**src/rtl/rrs_pkg.sv**
```systemverilog
package rrs_pkg;
  localparam int NUM_RST = 7;
  localparam int RB_CORE = 0;
  localparam int RB_AXI  = 1;
  localparam int RB_AHB  = 2;
  localparam int RB_PHY  = 3;
  localparam int RB_PCIE = 4;
  localparam int RB_ETH  = 5;
  localparam int RB_LINK = 6;

  typedef enum logic [2:0] {
    MS_IDLE,
    MS_WAIT_CLK,
    MS_GAP,
    MS_QUIET,
    MS_DONE
  } mem_state_e;
endpackage

```
**src/rtl/rrs_mem_stage.sv**
```systemverilog
module rrs_mem_stage
  import rrs_pkg::*;
#(
  parameter int QUIET_CYCLES = 256
) (
  input  logic clk,
  input  logic rst_n,
  input  logic start_i,
  input  logic clk_ready_i,
  input  logic tick_i,
  output logic core_rel_o,
  output logic side_rel_o,
  output logic ready_o
);
  localparam int CW = $clog2(QUIET_CYCLES + 1);
  localparam logic [CW-1:0] LAST = CW'(QUIET_CYCLES - 1);

  mem_state_e state_q, state_d;
  logic [CW-1:0] cnt_q, cnt_d;
  logic core_q, core_d, side_q, side_d, ready_q, ready_d;

  always_comb begin
    state_d = state_q;
    cnt_d   = cnt_q;
    core_d  = core_q;
    side_d  = side_q;
    ready_d = ready_q;
    if (start_i) begin
      state_d = MS_WAIT_CLK;
      cnt_d   = '0;
      core_d  = 1'b0;
      side_d  = 1'b0;
      ready_d = 1'b0;
    end else begin
      case (state_q)
        MS_WAIT_CLK: if (clk_ready_i) begin
          core_d  = 1'b1;
          state_d = MS_GAP;
        end
        MS_GAP: if (tick_i) begin
          side_d  = 1'b1;
          cnt_d   = '0;
          state_d = MS_QUIET;
        end
        MS_QUIET: if (tick_i) begin
          if (cnt_q == LAST) begin
            ready_d = 1'b1;
            state_d = MS_DONE;
          end else begin
            cnt_d = cnt_q + 1'b1;
          end
        end
        default: ;
      endcase
    end
  end

  always_ff @(posedge clk or negedge rst_n) begin
    if (!rst_n) begin
      state_q <= MS_IDLE;
      cnt_q   <= '0;
      core_q  <= 1'b0;
      side_q  <= 1'b0;
      ready_q <= 1'b0;
    end else begin
      state_q <= state_d;
      cnt_q   <= cnt_d;
      core_q  <= core_d;
      side_q  <= side_d;
      ready_q <= ready_d;
    end
  end

  assign core_rel_o = core_q;
  assign side_rel_o = side_q;
  assign ready_o    = ready_q;
endmodule

```
**src/rtl/rrs_late_stage.sv**
```systemverilog
module rrs_late_stage #(
  parameter int NUM_CH = 2
) (
  input  logic              clk,
  input  logic              rst_n,
  input  logic              start_i,
  input  logic              mem_ready_i,
  input  logic [NUM_CH-1:0] en_i,
  input  logic [NUM_CH-1:0] clk_ready_i,
  output logic [NUM_CH-1:0] rel_o,
  output logic              done_o
);
  logic [NUM_CH-1:0] en_q, rel_q;

  for (genvar i = 0; i < NUM_CH; i++) begin : g_ch
    logic en_d, rel_d;

    always_comb begin
      en_d  = en_q[i];
      rel_d = rel_q[i];
      if (start_i) begin
        en_d  = en_i[i];
        rel_d = 1'b0;
      end else if (en_q[i] && mem_ready_i && clk_ready_i[i]) begin
        rel_d = 1'b1;
      end
    end

    always_ff @(posedge clk or negedge rst_n) begin
      if (!rst_n) begin
        en_q[i]  <= 1'b0;
        rel_q[i] <= 1'b0;
      end else begin
        en_q[i]  <= en_d;
        rel_q[i] <= rel_d;
      end
    end
  end

  assign rel_o  = rel_q;
  assign done_o = &(rel_q | ~en_q);
endmodule

```
**src/rtl/rst_release_seq.sv**
```systemverilog
module rst_release_seq
  import rrs_pkg::*;
#(
  parameter int QUIET_CYCLES = 256
) (
  input  logic               clk,
  input  logic               rst_n,
  input  logic               start_i,
  input  logic               mem_clk_ready_i,
  input  logic               mem_tick_i,
  input  logic               eth_clk_ready_i,
  input  logic               link_clk_ready_i,
  input  logic               pclk_present_i,
  output logic [NUM_RST-1:0] rst_vec_o,
  output logic               mem_ready_o,
  output logic               busy_o
);
  localparam int NUM_LATE = 2;

  logic core_rel, side_rel, mem_ready, late_done, all_done;
  logic [NUM_LATE-1:0] late_en, late_clk_ready, late_rel;
  logic active_q, active_d;

  rrs_mem_stage #(.QUIET_CYCLES(QUIET_CYCLES)) u_mem (
    .clk         (clk),
    .rst_n       (rst_n),
    .start_i     (start_i),
    .clk_ready_i (mem_clk_ready_i),
    .tick_i      (mem_tick_i),
    .core_rel_o  (core_rel),
    .side_rel_o  (side_rel),
    .ready_o     (mem_ready)
  );

  assign late_en        = {~pclk_present_i, 1'b1};
  assign late_clk_ready = {link_clk_ready_i, eth_clk_ready_i};

  rrs_late_stage #(.NUM_CH(NUM_LATE)) u_late (
    .clk         (clk),
    .rst_n       (rst_n),
    .start_i     (start_i),
    .mem_ready_i (mem_ready),
    .en_i        (late_en),
    .clk_ready_i (late_clk_ready),
    .rel_o       (late_rel),
    .done_o      (late_done)
  );

  assign all_done = mem_ready && late_done;

  always_comb begin
    active_d = active_q;
    if (start_i)       active_d = 1'b1;
    else if (all_done) active_d = 1'b0;
  end

  always_ff @(posedge clk or negedge rst_n) begin
    if (!rst_n) active_q <= 1'b0;
    else        active_q <= active_d;
  end

  always_comb begin
    rst_vec_o          = '0;
    rst_vec_o[RB_CORE] = core_rel;
    rst_vec_o[RB_AXI]  = side_rel;
    rst_vec_o[RB_AHB]  = side_rel;
    rst_vec_o[RB_PHY]  = side_rel;
    rst_vec_o[RB_PCIE] = 1'b0;
    rst_vec_o[RB_ETH]  = late_rel[0];
    rst_vec_o[RB_LINK] = late_rel[1];
  end

  assign mem_ready_o = mem_ready;
  assign busy_o      = active_q && !all_done;
endmodule

```
**config.mk**
```make
export PLATFORM = sky130hd
export DESIGN_NAME = rst_release_seq
export DESIGN_NICKNAME = d
export VERILOG_FILES = /design/src/rtl/rrs_pkg.sv /design/src/rtl/rrs_mem_stage.sv /design/src/rtl/rrs_late_stage.sv /design/src/rtl/rst_release_seq.sv
export SDC_FILE = /design/constraint.sdc
export NUM_CORES = 1
export LEC_CHECK = 0
export BUFFER_PORTS_ARGS = -buffer_cell sky130_fd_sc_hd__buf_2
export CORE_MARGIN = 1.5
export CORE_UTILIZATION = 57
export DETAILED_ROUTE_END_ITERATION = 10
export PLACE_DENSITY = 0.86
export SYNTH_ARGS = -nofsm -noshare
export SYNTH_HDL_FRONTEND = slang
export SYNTH_SLANG_ARGS = --single-unit
export TNS_END_PERCENT = 30
```
**constraint.sdc**
```tcl
create_clock -name clk -period 4.1 [get_ports clk]
set_input_delay 0.615 -clock clk [delete_from_list [all_inputs] [get_ports clk]]
set_output_delay 0.615 -clock clk [all_outputs]
set_load 0.02 [all_outputs]
```
---- Word-level counts from Yosys, hierarchy flattened ----
Cells that the tools add are included.
storage, ports and cells
  output and inout port bits .............. 9
  register bits after elaboration ......... 20
operators by class
  reduce and logical (&&, ||, !) cells .... 24
  $add $sub $neg .......................... 1
  eq/ne operators ......................... 9
  bitwise logic cells ..................... 3
  muxes and demuxes ....................... 27
operators with widths
  operator             count
  $mux 9               4
  $pmux 9 s2           1
  $reduce_bool 2->1    9
  $mux 1               16
  $mux 3               5
  $ne 3x3->1 const B   4
  $add 9x1->9 const B  1
  $eq 9x8->1 const B   1
  $pmux 3 s3           1
  $eq 3x2->1 const B   2
  $logic_and 1x1->1    6
  $reduce_and 2->1     3
  $reduce_and 5->1     1
  $reduce_and 4->1     1
  $reduce_bool 4->1    1
  $eq 3x1->1 const B   1
  $ne 3x2->1 const B   1
  $reduce_and 3->1     1
  $reduce_bool 3->1    1
  $not 2->2            1
  $or 2x2->2           1
  $logic_not 1->1      1
  $not 1->1            1

---- Depth between registers and ports, before layout ----
Gate-level depths: netlist (run 1).
  depth in word-level cells ............... 6
  mapped depth ............................ 9
  gate-level depth less buffers ........... 9

---- Modules after synthesis ----
From an unflattened synthesis (run 1), not the netlist that was laid out.
unflattened totals
  cell total of the unflattened synthesis .. 109
  area total of the unflattened synthesis .. 1078.5 µm²
modules (own cells, without submodules)
  module           cells an instance  sequential area each (µm²)  area an instance (µm²)  times used
  rrs_mem_stage    85                 375.4                       829.5                   1
  rrs_late_stage   13                 100.1                       157.7                   1
  rst_release_seq  11                 25.0                        91.3                    1

---- Worst setup path after synthesis (run 1) ----
Ideal clock, no wire load.
  path type ............................... register -> register
  start point ............................. register u_mem.cnt_q[0]
  end point ............................... register u_mem.cnt_q[7]
  cell stages (with the launch flop) ...... 10
  data arrival time ....................... 2235 ps
  path slack .............................. 1790 ps
  buffers on the path ..................... 1
  required time ........................... 4025 ps
  cell sequence ........................... dfrtp_1 > ha_1 > and3_1 > nand3_1 > nor2_1 > ha_1 > or4b_1 > buf_2 > or3_1 > o21ai_2
between the ends
  word-level cells in the longest chain between the ends .. 5
  elaborated cells between the ends (all ways) .. 8
  those cells by class .................... add/sub: 1; eq/ne: 2; mux: 4; reduce/logical: 1
ends and longest elaborated chain
  what                      line                 RTL
  start: declaration        rrs_mem_stage.sv:19  logic [CW-1:0] cnt_q, cnt_d;
  start signal: assignment  rrs_mem_stage.sv:67  cnt_q <= cnt_d;
  $add 9x1->9               rrs_mem_stage.sv:50  cnt_d = cnt_q + 1'b1;
  $mux 9                    rrs_mem_stage.sv:46  if (cnt_q == LAST) begin
  $mux 9                    rrs_mem_stage.sv:45  MS_QUIET: if (tick_i) begin
  $pmux 9 s2                rrs_mem_stage.sv:35  case (state_q)
  $mux 9                    rrs_mem_stage.sv:28  if (start_i) begin
Several ways; a longest one is shown, not always the timed one. The select of a mux whose other input is x is not followed.
A chain may end at the register's enable or synchronous reset.

---- Final worst setup path (run 1) ----
Ends and elaborated chain as after synthesis.

==> results.json, run 1 <==
{
  "status": "finished with violations",
  "violations": "design-rule violations",
  "tightest_slew_ns": 0.774,
  "cap_violations": 0,
  "syn-cell-area_sq_um": 990,
  "die_area_sq_mm": 0.00200,
  "drive_above_1_share": 0.216,
  "synth_cell_type_count": 31,
  "clock_sinks": 20,
  "die_y_um": 44.7,
  "cts-root-buf": "clkbuf_4",
  "post_cts_buffers": 0,
  "p_int_mw": 0.270,
  "min_period_over_period": 0.609,
  "areaGrowthSynthToFinish_pct": 7.84,
  "ant_nets": 0,
  "ys_seq_area_frac": 0.506,
  "cts.hold.buffers_added": 0,
  "irDropWorstVdd_v": 0.000234,
  "placed_cell_area_sq_mm": 0.00103,
  "clock_power_share": 0.315,
  "fin_tns_setup_ns": 0,
  "swShare": 0.254,
  "timing.final.ws_setup_ns": 1.60,
  "diodes": 0,
  "dr.pass1.iters": 7,
  "setup_viol": 0,
  "clockBufferDepth": 2,
  "hold_path.class": "input port to asynchronous set/reset pin",
  "async_flop_share": 1.00,
  "ys_seq_elements": 20,
  "cts_resized": 0,
  "synth_area_per_cell_sq_um": 9.43,
  "synth_top_area_share": 0.506,
  "finalHoldViolCount": 0,
  "dr_total_vias": 776,
  "clock.fmax_ghz": 0.401,
  "pwr-share-seq": 0.583,
  "synth_nets": 115,
  "drv_slew": 0,
  "pwr_density_cell_mw_per_mm2": 339,
  "via_per_inst": 5.88,
  "grt_usage": 0.216,
  "synth_top_area_cell": "dfrtp_1",
  "start_util": 0.635,
  "grt_pass1_vias": 681,
  "core_area_sq_mm": 0.00156,
  "yosys-top-cells-area": "dfrtp_1, o21ai_0, buf_4",
  "slew_headroom": 0.482,
  "postRouteWirelength_mm": 1.74,
  "numCtsBuffers": 3,
  "grt-ovfl-total": 0,
  "synthFlopType": "dfrtp_1",
  "grt_max_degree": 21,
  "crit_required_ns": 4.34,
  "numPortBuffers": 15,
  "dp_slack_ns": 1.62,
  "crit_path_max_fanout": 9,
  "setup.worst_path.end_class": "flip-flop",
  "grt_pass1_wl_mm": 3.08,
  "fillCellCount": 112,
  "critPathKind": "flip-flop to flip-flop",
  "fin_crit_ns": 2.50,
  "total_leakage_power_nw": 0.501,
  "drt_iter0_markers": 34,
  "place.gp.congestion": 0.801,
  "p_comb_frac": 0.102,
  "antenna_found_initial": 0,
  "synth_edf_count": 0,
  "switchingPower_mw": 0.0920,
  "fin_skew_ns": 0.000834,
  "start_kind": "flip-flop",
  "clk_latency_ns": 0.30,
  "rsz0062_at_grt": "no",
  "dp.cells": 128,
  "path_clk_slew_ns": 0.11,
  "nets": 127,
  "cp.arrival_ns": 2.73,
  "num_rows": 14,
  "netlist_instances": 105,
  "finalNonFillerCells": 132,
  "drc": 2,
  "cts_tree": "done",
  "routedWlPerCell_um": 13.2,
  "fin_area_sq_mm": 0.00107,
  "ys_warn_count": 0,
  "hpwlAfterDp_mm": 1.27,
  "io_pins": 17,
  "cts.htree.levels": 1,
  "die_w_um": 44.7
}
cell type report:
class                           count  area (sq um)  area share
Sequential cell                    20           500       0.469
Multi-Input combinational cell     69           405       0.380
Timing Repair Buffer               15          75.1      0.0703
Clock buffer                        4          36.3      0.0340
Inverter                            8          30.0      0.0281
Tap cell                           16          20.0      0.0188
cell families (layout without fill, tap and decap cells):
group,after synthesis,in the layout,share of synthesized area
other cells,1,1,0.00379
fa+ha+maj,2,2,0.0253
simple gates,36,36,0.188
flops,20,20,0.506
compound gates,30,30,0.192
buf+inv,16,27,0.0847
placed cells by master (no fill, tap or decap), types with 2 or more instances in the layout:
master / Yosys / layout
a31oi_1: 6 / 6
dfrtp_1: 20 / 20
inv_1: 8 / 8
a21oi_1: 5 / 5
nand3_1: 3 / 3
nand2_1: 8 / 8
o21ai_0: 9 / 9
or2_2: 2 / 2
o31ai_1: 5 / 5
clkbuf_4: 0 / 3
buf_2: 1 / 15
nor2_1: 12 / 12
ha_1: 2 / 2
stage by stage:
step / utilization / power, mW / hold WS [ns]
after floorplan: - / 0.243 / 0.319
after global placement: 0.661 / 0.251 / 0.475
after detailed placement: 0.661 / 0.252 / 0.482
after CTS: 0.685 / 0.363 / 0.250
after global routing: 0.685 / 0.374 / 0.280
final: 0.685 / 0.362 / 0.233
synth_stat cells, types with 2 or more instances:
master	count
nand2_1	8
buf_4	6
a31oi_1	6
inv_1	8
o21ai_0	9
dfrtp_1	20
nand3_1	3
or2_2	2
ha_1	2
o31ai_1	5
nor2_1	12
a21oi_1	5
worst max-delay path, stage by stage, from the launching register on:
cell     delay, ns
dfrtp_1       0.43
ha_1          0.25
and3_1        0.21
nand3_1       0.10
nor2_1        0.05
ha_1          0.21
or4b_1        0.70
or3_1         0.42
o21ai_2       0.06
final timing paths:
| kind | slack (ns) | start | depth (start not counted) | end |
|---|---|---|---|---|
| max in group asynchronous | 3.57 | rst_n | 1 | u_mem.cnt_q[2] |
| hold reg to reg | 0.51 | u_mem.cnt_q[8] | 2 | u_mem.cnt_q[8] |
| setup / recovery | 1.60 | u_mem.cnt_q[0] | 8 | u_mem.cnt_q[7] |
| min in group clk | 0.47 | pclk_present_i | 2 | u_late.en_q[1] |
| setup reg to reg | 1.60 | u_mem.cnt_q[0] | 8 | u_mem.cnt_q[7] |
| hold / removal | 0.23 | rst_n | 1 | u_mem.cnt_q[5] |
power by group through the flow:
stage                     clock [mW]  sequential, mW  combinational [mW]
after floorplan                    0           0.211              0.0315
after global placement             0           0.215              0.0364
after detailed placement           0           0.215              0.0372
after CTS                      0.115           0.211              0.0373
after global routing           0.119           0.213              0.0420
final                          0.114           0.211              0.0370
metal layers:
| layer | track usage | share of wire | up-vias |
|---|---|---|---|
| li1 | - | - | 387 |
| met1 | 0.299 | 0.46 | 359 |
| met2 | 0.336 | 0.47 | 25 |
| met3 | 0.0245 | 0.043 | 5 |
| met4 | 0.109 | 0.020 | 0 |
| met5 | 0 | 0 | - |
flip-flops by register name (all words and copies together), names as in the netlist:
signal / count
active_q: 1
u_late.rel_o: 2
u_mem.core_rel_o: 1
u_mem.cnt_q: 9
u_mem.state_q: 3
u_mem.side_rel_o: 1
u_mem.ready_o: 1
u_late.en_q: 2
Note: power is estimated with default switching activity, not from simulation.
==> run 2, diff against run 1 <==
--- a/config.mk
+++ b/config.mk
@@ -7,9 +7,9 @@
 export LEC_CHECK = 0
 export BUFFER_PORTS_ARGS = -buffer_cell sky130_fd_sc_hd__buf_2
 export CORE_MARGIN = 1.5
-export CORE_UTILIZATION = 57
+export CORE_UTILIZATION = 48
 export DETAILED_ROUTE_END_ITERATION = 10
-export PLACE_DENSITY = 0.86
+export PLACE_DENSITY = 0.78
 export SYNTH_ARGS = -nofsm -noshare
 export SYNTH_HDL_FRONTEND = slang
 export SYNTH_SLANG_ARGS = --single-unit
==> constraint.sdc (replaced) <==
create_clock -name clk -period 2.1 [get_ports clk]
set_input_delay 0.315 -clock clk [delete_from_list [all_inputs] [get_ports clk]]
set_output_delay 0.315 -clock clk [all_outputs]
set_load 0.02 [all_outputs]
==> results.json, run 2 (synthesis results as in run 1) <==
{
  "top_regs": "u_mem.cnt_q x9, u_mem.state_q x3",
  "crit_required_ns": 2.31,
  "grt_usage": 0.175,
  "grt-ovfl-total": 0,
  "dr_total_vias": 818,
  "min-delay-start": "pclk_present_i",
  "path_buf_inv": 1,
  "total_leakage_power_nw": 0.555,
  "power.total_mw": 0.714,
  "numPortBuffers": 15,
  "via_per_inst": 5.35,
  "grt_max_degree": 21,
  "crit_family": "simple AND/OR/NAND/NOR gates",
  "placed_cell_area_sq_mm": 0.00110,
  "setup_viol": 0,
  "cap_violations": 0,
  "min_period_over_period": 0.961,
  "die_y_um": 48.4,
  "pwr_density_cell_mw_per_mm2": 590,
  "slowest_delay_ns": 0.49,
  "drt_iter0_markers": 22,
  "cp.arrival_ns": 2.23,
  "fin_area_sq_mm": 0.00121,
  "clk_latency_ns": 0.29,
  "fillCellCount": 169,
  "fin_crit_ns": 2.02,
  "irDropWorstVdd_v": 0.000351,
  "num_rows": 16,
  "start_kind": "flip-flop",
  "grt_pass1_vias": 771,
  "routedWlPerCell_um": 12.5,
  "status": "complete, no violations",
  "crit_top_cell": "ha_2",
  "top_register": "u_mem.cnt_q",
  "r2r_start": "u_mem.cnt_q[1]",
  "layout_common_cells": "dfrtp_1, buf_2, nor2_1",
  "final_common_cell": "dfrtp_1",
  "largest_reg_flops": 9,
  "antenna_found_initial": 0,
  "finalHoldViolCount": 0,
  "fin_skew_ns": 0.00324,
  "areaGrowthSynthToFinish_pct": 22.4,
  "dr.pass1.iters": 4,
  "place.gp.congestion": 0.751,
  "hpwlAfterDp_mm": 1.32,
  "critPathKind": "flip-flop to flip-flop",
  "cts.htree.levels": 1,
  "drive_above_1_share": 0.365,
  "drc": 0,
  "postRouteWirelength_mm": 1.92,
  "start_util": 0.510,
  "die_area_sq_mm": 0.00234,
  "clock.fmax_ghz": 0.496,
  "diodes": 0,
  "clockBufferDepth": 2,
  "cts_tree": "done",
  "hold_path.class": "input port to flip-flop",
  "path_cells": "ha_2 > and3_4 > nand3_2 > nor2_2 > ha_2 > or4b_4 > buf_4 > o31ai_2",
  "clock_sinks": 20,
  "grt_pass1_wl_mm": 3.18,
  "nets": 137,
  "crit_path_max_fanout": 6,
  "core_area_sq_mm": 0.00194,
  "cp-startpoint": "u_mem.cnt_q[1]",
  "drv_slew": 0,
  "path_clk_slew_ns": 0.10,
  "slowest_stage": "or4b_4",
  "die_w_um": 48.4,
  "io_pins": 17,
  "ant_nets": 0,
  "setup.worst_path.end_class": "flip-flop",
  "numCtsBuffers": 3,
  "cts-root-buf": "clkbuf_4"
}
[run 2: changes by cell type in the layout (fill, tap and decap cells not counted), sizes merged]
cell / delta
buf: +9
dlygate4sd3: +1
[run 2: final timing paths]
path                                        to  slack [ns]  cells after the start
min in group asynchronous       u_mem.cnt_q[2]        0.48                      2
worst min register to register  u_mem.cnt_q[8]        0.51                      2
max in group asynchronous       u_mem.cnt_q[6]        1.31                      2
worst max register to register  u_mem.cnt_q[3]        0.08                      8
worst max-delay path            u_mem.cnt_q[3]        0.08                      8
worst min-delay path            u_late.en_q[1]        0.19                      2
[run 2: worst register-to-register path, cell delays in order, from the launching register on]
cell	delay, ns
dfrtp_1	0.40
ha_2	0.19
and3_4	0.18
nand3_2	0.09
nor2_2	0.04
ha_2	0.17
or4b_4	0.49
buf_4	0.18
o31ai_2	0.21
[run 2: per-layer routing]
layer,vias up,wire (um),GRT usage
li1,405,-,-
met4,0,0,0.0333
met3,0,112,0.0741
met2,18,977,0.280
met1,395,825,0.224
met5,-,0,0
[run 2: what timing repair did]
action                                  CTS  global route
hold endpoints to repair                 20             0
cloned                                    0             1
endpoints found under the setup margin    1             6
setup buffers                             2             1
pin swaps                                 0             2
hold buffers                              1             0
gates resized for setup                   0            11
[run 2: where the power goes]
part | total [mW] | internal, mW | switching, mW
Clock | 0.213 | 0.106 | 0.107
Sequential | 0.411 | 0.396 | 0.0152
Combinational | 0.0901 | 0.0370 | 0.0530
Total | 0.714 | 0.539 | 0.175
[run 2: stage by stage]
step                setup TNS, ns  hold slack, ns  setup WS [ns]  cells   util
CTS                             0           0.177         0.0205    151  0.597
floorplan                 -0.0126          0.0194        -0.0126    105      -
global route              -0.0129           0.161        -0.0129    153  0.624
detailed placement       -0.00828           0.290       -0.00828    144  0.565
finish                          0           0.186         0.0823    153  0.624
global placement                0           0.284         0.0907    144  0.565
[run 2: final cells by class]
class / count / area, sq um / area share
clock buffers: 4 / 36.3 / 0.0300
well taps: 27 / 33.8 / 0.0279
flip-flops and latches: 20 / 500 / 0.413
inverters: 8 / 30.0 / 0.0248
multi-input cells: 69 / 458 / 0.378
repair buffers: 25 / 153 / 0.126
